**src/rtl/sfbu_pkg.sv**
```systemverilog
package sfbu_pkg;
  localparam int FLAG_W   = 8;
  localparam int FIDX_W   = $clog2(FLAG_W);
  localparam int DATA_W   = 8;
  localparam int BIDX_W   = $clog2(DATA_W);
  localparam int OFS_W    = 7;
  localparam int RADDR_W  = 5;
  localparam int INSTR_W  = 16;

  localparam int FLAG_C = 0;
  localparam int FLAG_Z = 1;
  localparam int FLAG_N = 2;
  localparam int FLAG_V = 3;
  localparam int FLAG_S = 4;
  localparam int FLAG_H = 5;
  localparam int FLAG_T = 6;
  localparam int FLAG_I = 7;

  typedef enum logic [2:0] {
    OP_NONE,
    OP_FLAGSET,
    OP_FLAGCLR,
    OP_BRANCH,
    OP_BITSTORE,
    OP_BITLOAD,
    OP_SKIP
  } opclass_t;

  typedef struct packed {
    logic               setEn;
    logic               clrEn;
    logic               bstEn;
    logic               bldEn;
    logic               skipEn;
    logic               skipPol;
    logic               brEn;
    logic               brPol;
    logic [FIDX_W-1:0]  flagSel;
    logic [BIDX_W-1:0]  bitSel;
    logic [OFS_W-1:0]   brOfs;
    logic [RADDR_W-1:0] regAddr;
  } ctrl_t;
endpackage

```
**src/rtl/sfbu_ctrl.sv**
```systemverilog
module sfbu_ctrl
  import sfbu_pkg::*;
(
  input  logic               instrValid,
  input  logic [INSTR_W-1:0] instr,
  output ctrl_t              ctrl
);
  opclass_t opClass;

  always_comb begin
    opClass = OP_NONE;
    if (instrValid) begin
      if (instr[15:8] == 8'h94 && instr[3:0] == 4'h8)
        opClass = instr[7] ? OP_FLAGCLR : OP_FLAGSET;
      else if (instr[15:11] == 5'b11110)
        opClass = OP_BRANCH;
      else if (instr[15:10] == 6'b111111 && !instr[3])
        opClass = OP_SKIP;
      else if (instr[15:9] == 7'b1111101 && !instr[3])
        opClass = OP_BITSTORE;
      else if (instr[15:9] == 7'b1111100 && !instr[3])
        opClass = OP_BITLOAD;
    end
  end

  always_comb begin
    ctrl         = '0;
    ctrl.setEn   = (opClass == OP_FLAGSET);
    ctrl.clrEn   = (opClass == OP_FLAGCLR);
    ctrl.bstEn   = (opClass == OP_BITSTORE);
    ctrl.bldEn   = (opClass == OP_BITLOAD);
    ctrl.skipEn  = (opClass == OP_SKIP);
    ctrl.brEn    = (opClass == OP_BRANCH);
    ctrl.skipPol = instr[9];
    ctrl.brPol   = instr[10];
    ctrl.flagSel = (opClass == OP_FLAGSET || opClass == OP_FLAGCLR)
                   ? instr[6:4] : instr[2:0];
    ctrl.bitSel  = instr[2:0];
    ctrl.brOfs   = instr[9:3];
    ctrl.regAddr = instr[8:4];
  end
endmodule

```
**src/rtl/sfbu_datapath.sv**
```systemverilog
module sfbu_datapath
  import sfbu_pkg::*;
#(
  parameter int PC_W = 14
) (
  input  logic               clk,
  input  logic               rstN,
  input  ctrl_t              ctrl,
  input  logic [FLAG_W-1:0]  aluFlagWe,
  input  logic [FLAG_W-1:0]  aluFlagVal,
  input  logic [DATA_W-1:0]  regByte,
  input  logic [PC_W-1:0]    pc,
  output logic [FLAG_W-1:0]  sreg,
  output logic               branchTaken,
  output logic [PC_W-1:0]    nextPc,
  output logic               skipNext,
  output logic               regWrEn,
  output logic [RADDR_W-1:0] regWrAddr,
  output logic [DATA_W-1:0]  regWrData
);
  logic [FLAG_W-1:0] sregQ;
  logic [FLAG_W-1:0] sregD;
  logic [FLAG_W-1:0] hitExplicit;
  logic [FLAG_W-1:0] valExplicit;
  logic              selRegBit;

  assign selRegBit = regByte[ctrl.bitSel];

  // Per-flag next-state: explicit instruction first, then arithmetic strobe
  for (genvar i = 0; i < FLAG_W; i++) begin : g_flag
    logic hitSetClr;
    logic hitStore;
    assign hitSetClr      = (ctrl.setEn || ctrl.clrEn) && (ctrl.flagSel == FIDX_W'(i));
    if (i == FLAG_T) begin : g_tbit
      assign hitStore = ctrl.bstEn;
    end else begin : g_other
      assign hitStore = 1'b0;
    end
    assign hitExplicit[i] = hitSetClr || hitStore;
    assign valExplicit[i] = hitSetClr ? ctrl.setEn : selRegBit;
    assign sregD[i]       = hitExplicit[i] ? valExplicit[i]
                          : aluFlagWe[i]   ? aluFlagVal[i]
                          : sregQ[i];
  end

  always_ff @(posedge clk or negedge rstN) begin
    if (!rstN) sregQ <= '0;
    else       sregQ <= sregD;
  end

  assign sreg = sregQ;

  // Branch resolution and target arithmetic
  logic [PC_W-1:0] pcInc;
  logic [PC_W-1:0] ofsExt;
  logic [PC_W-1:0] brTarget;
  logic            condBit;

  assign condBit     = sregQ[ctrl.flagSel];
  assign branchTaken = ctrl.brEn && (condBit != ctrl.brPol);
  assign pcInc       = pc + PC_W'(1);
  assign ofsExt      = PC_W'($signed(ctrl.brOfs));
  assign brTarget    = pcInc + ofsExt;
  assign nextPc      = branchTaken ? brTarget : pcInc;

  // Skip on register bit
  assign skipNext = ctrl.skipEn && (selRegBit == ctrl.skipPol);

  // Bit-load: T into the selected register bit
  always_comb begin
    regWrData                = regByte;
    regWrData[ctrl.bitSel]   = sregQ[FLAG_T];
  end
  assign regWrEn   = ctrl.bldEn;
  assign regWrAddr = ctrl.regAddr;
endmodule

```
**src/rtl/flag_branch_unit.sv**
```systemverilog
module flag_branch_unit
  import sfbu_pkg::*;
#(
  parameter int PC_W = 14
) (
  input  logic               clk,
  input  logic               rstN,
  input  logic               instrValid,
  input  logic [15:0]        instr,
  input  logic [PC_W-1:0]    pc,
  input  logic [7:0]         aluFlagWe,
  input  logic [7:0]         aluFlagVal,
  input  logic [7:0]         regByte,
  output logic [7:0]         sreg,
  output logic               branchTaken,
  output logic [PC_W-1:0]    nextPc,
  output logic               skipNext,
  output logic               regWrEn,
  output logic [4:0]         regWrAddr,
  output logic [7:0]         regWrData
);
  ctrl_t ctrl;

  sfbu_ctrl u_ctrl (
    .instrValid (instrValid),
    .instr      (instr),
    .ctrl       (ctrl)
  );

  sfbu_datapath #(.PC_W(PC_W)) u_datapath (
    .clk         (clk),
    .rstN        (rstN),
    .ctrl        (ctrl),
    .aluFlagWe   (aluFlagWe),
    .aluFlagVal  (aluFlagVal),
    .regByte     (regByte),
    .pc          (pc),
    .sreg        (sreg),
    .branchTaken (branchTaken),
    .nextPc      (nextPc),
    .skipNext    (skipNext),
    .regWrEn     (regWrEn),
    .regWrAddr   (regWrAddr),
    .regWrData   (regWrData)
  );
endmodule

```
**config.mk**
```make
export PLATFORM = sky130hd
export DESIGN_NAME = flag_branch_unit
export DESIGN_NICKNAME = d
export VERILOG_FILES = /design/src/rtl/sfbu_pkg.sv /design/src/rtl/sfbu_ctrl.sv /design/src/rtl/sfbu_datapath.sv /design/src/rtl/flag_branch_unit.sv
export SDC_FILE = /design/constraint.sdc
export NUM_CORES = 1
export LEC_CHECK = 0
export ABC_AREA = 1
export CAP_MARGIN = 15
export CORE_MARGIN = 10
export CORE_UTILIZATION = 50
export DETAILED_ROUTE_END_ITERATION = 8
export DONT_BUFFER_PORTS = 1
export MAX_ROUTING_LAYER = met4
export PLACE_DENSITY_LB_ADDON = 0.25
export SLEW_MARGIN = 30
export SYNTH_ARGS = -nofsm -noshare
export SYNTH_HDL_FRONTEND = slang
export SYNTH_SLANG_ARGS = --single-unit
```
**constraint.sdc**
```tcl
create_clock -name clk -period 4.47 [get_ports clk]
set_input_delay 0.894 -clock clk [delete_from_list [all_inputs] [get_ports clk]]
set_output_delay 0.894 -clock clk [all_outputs]
set_load 0.03 [all_outputs]
```
==> results of run 1 <==
-- per-layer routing --
layer  share of wire  routed length [µm]
met5               0                   0
met4           0.011                  69
met3           0.090                 562
met2            0.48                2980
met1            0.42                2630
-- cell families after synthesis --
group                    share of synthesized area
multiplexers                                0.0230
AO/OA/AOI/OAI                                0.117
flip-flops                                  0.0918
AND/OR/NAND/NOR                              0.451
XOR/XNOR                                    0.0924
adder cells (fa/ha/maj)                     0.0896
buffers and inverters                        0.136
-- final timing paths --
path,from,to,slack [ns]
min in group clk,u_datapath.sreg[2]$_DFFE_PN0P_,u_datapath.sreg[2]$_DFFE_PN0P_,0.77
worst min-delay path,rstN,u_datapath.sreg[0]$_DFFE_PN0P_,0.37
worst max-delay path,pc[0],nextPc[12],0.26
worst max register to register,u_datapath.sreg[6]$_DFFE_PN0P_,u_datapath.sreg[6]$_DFFE_PN0P_,3.06
max in group asynchronous,rstN,u_datapath.sreg[5]$_DFFE_PN0P_,4.04
worst min register to register,u_datapath.sreg[2]$_DFFE_PN0P_,u_datapath.sreg[2]$_DFFE_PN0P_,0.77
-- synthesized netlist by cell type, drive strengths merged --
library cell | instances | area share
nor2 | 42 | 0.078
a211oi | 2 | 0.0069
dfrtp | 8 | 0.092
ha | 14 | 0.080
nand4 | 18 | 0.052
nor3 | 3 | 0.0069
inv | 59 | 0.10
o21a | 1 | 0.0034
clkinv | 1 | 0.0017
buf | 8 | 0.028
xor2 | 17 | 0.068
o211ai | 2 | 0.0069
fa | 1 | 0.0092
a221oi | 1 | 0.0040
xnor2 | 6 | 0.024
a21oi | 16 | 0.037
o22ai | 3 | 0.0086
mux2i | 5 | 0.023
nand2 | 113 | 0.21
o32ai | 1 | 0.0040
o21ai | 17 | 0.039
o31ai | 1 | 0.0034
clkbuf | 2 | 0.0034
nand3 | 31 | 0.096
o21bai | 1 | 0.0034
nand3b | 1 | 0.0034
-- stage by stage --
| step | util | setup TNS (ns) | std cells | hold WS, ns | area, µm² |
|---|---|---|---|---|---|
| after global placement | 0.534 | -0.0368 | 417 | 0.599 | 2200 |
| after global routing | 0.561 | -0.0472 | 421 | 0.359 | 2310 |
| after detailed placement | 0.534 | -0.0000751 | 417 | 0.599 | 2200 |
| final | 0.561 | 0 | 421 | 0.365 | 2310 |
| after floorplan | - | 0 | 374 | 0.598 | 2180 |
| after CTS | 0.544 | 0 | 420 | 0.360 | 2240 |
-- cell type report --
class / instances / area share
Clock buffer: 3 / 0.0179
Inverter: 60 / 0.0986
Timing Repair Buffer: 4 / 0.0130
Multi-Input combinational cell: 296 / 0.757
Sequential cell: 8 / 0.0867
Tap cell: 50 / 0.0271
-- power by group --
group	leakage, nW	total (mW)	switching, mW	internal [mW]
registers	0.0920	0.102	0.0221	0.0799
logic	1.07	0.219	0.145	0.0738
clock network	0.0216	0.0833	0.0253	0.0580
-- what timing repair did --
action	CTS	global route
gates cloned	0	0
pin swaps	0	3
buffers inserted	0	1
hold endpoints to repair	0	0
setup endpoints to repair	1	5
gates resized for setup	1	15
==> impl_metrics.json, run 1 <==
{
  "vias_per_cell": 5.50,
  "drive_gt1_frac": 0.132,
  "power_density_nw_per_um2": 175,
  "root_buffer": "clkbuf_8",
  "antenna_left": 0,
  "layout_common_cells": "98 x nand2_1, 53 x inv_1, 36 x nor2_1, 22 x nand3_1, 18 x nand4_1",
  "worstPathCellList": "inv_1 > nor2_1 > nand3_2 > nor2_4 > xor2_2 > ha_1 > a21oi_1 > o21ai_1 > a21oi_2 > nor2_1 > nor2_1 > o21bai_1 > nand2_1 > nand2_1 > a21oi_2 > nand2_1 > nand2_1 > nand4_1 > nand2_2",
  "grt_pass1_vias": 2184,
  "crit_buf_inv": 1,
  "regArea_um2": 200,
  "total_leakage_power_nw": 1.19,
  "syn_area_um2": 2180,
  "drc": 0,
  "pre_cts_slack_ns": -0.0000751,
  "ys_warn_count": 0,
  "arrival_ns": 3.32,
  "post-route-min-period_ns": 4.21,
  "crit_fanout": 4,
  "route.vias.total": 2316,
  "wirelength_um": 6240,
  "dieHeight_um": 86.0,
  "insertion_delay_ns": 0.22,
  "cts_tree": "yes",
  "multi_input_area_um2": 1750,
  "largest_reg_flops": 8,
  "grt-busiest-layer": "met2",
  "die_w_um": 86.0,
  "track_usage": 0.164,
  "nFillCells": 424,
  "fin_nets": 445,
  "start_util": 0.530,
  "path_class": "in -> out",
  "slew_headroom": 0.356,
  "drv_slew": 0,
  "setup_ws_ns": 0.260,
  "timing.fmax_mhz": 238,
  "ys_seq_area_frac": 0.0918,
  "fin_skew_ns": 0,
  "num_io_pins": 95,
  "hold_class": "in -> async",
  "cp_num_cells": 19,
  "peakVddDrop_v": 0.000167,
  "outcome": "finished clean",
  "layout_commonest_cell": "nand2_1",
  "hpwl_um": 5160,
  "end_kind": "output port",
  "cts_hold_buf": 0,
  "grt_pass1_wl_um": 10200,
  "crit_path_frequent_cell": "nand2_1",
  "synthToLayoutAreaGrowth_pct": 5.97,
  "crit_required_ns": 3.58,
  "post-route-period-util": 0.942,
  "crit_family": "simple AND/OR/NAND/NOR gates",
  "hold_viol_final": 0,
  "rr_worst_depth": 4,
  "n_antenna_cell": 0,
  "cts_buffers": 3,
  "setup_viol": 0,
  "use_met3": 0.0407,
  "clockBufferDepth": 2,
  "cts_max_level": 1,
  "die-area_um2": 7400,
  "slowest_delay_ns": 0.30,
  "num_rows": 23,
  "syn_area_per_cell_um2": 5.83,
  "antenna_found_initial": 0,
  "total_power_uw": 404,
  "worst_pin_slew_ns": 0.956,
  "core_um2": 4120,
  "worst_path_max_delay_cell": "ha_1",
  "synth_seq_cells": 8,
  "grt_max_degree": 16,
  "first_pass_iters": 4,
  "synth_cells": 374,
  "grt_use_met1": 0.204,
  "path_clk_slew_ns": 0.04,
  "use_met2": 0.261,
  "overflow": 0,
  "wl_per_cell_um": 14.8,
  "syn_nets": 446,
  "cp-start-kind": "input port",
  "drv_cap": 0,
  "cts.sinks": 8,
  "portBuffers": 0,
  "ys_types": 36,
  "gp_congestion": 0.883,
  "drt-initial-drc-count": 113
}
(Power assumes the default switching activity.)
==> run 2: changes to the inputs <==
- HOLD_SLACK_MARGIN: unset -> 0.06
- TNS_END_PERCENT: unset -> 100
==> results of run 2 <==
The final DEF is identical to that of run 1; final timing and power are the same.
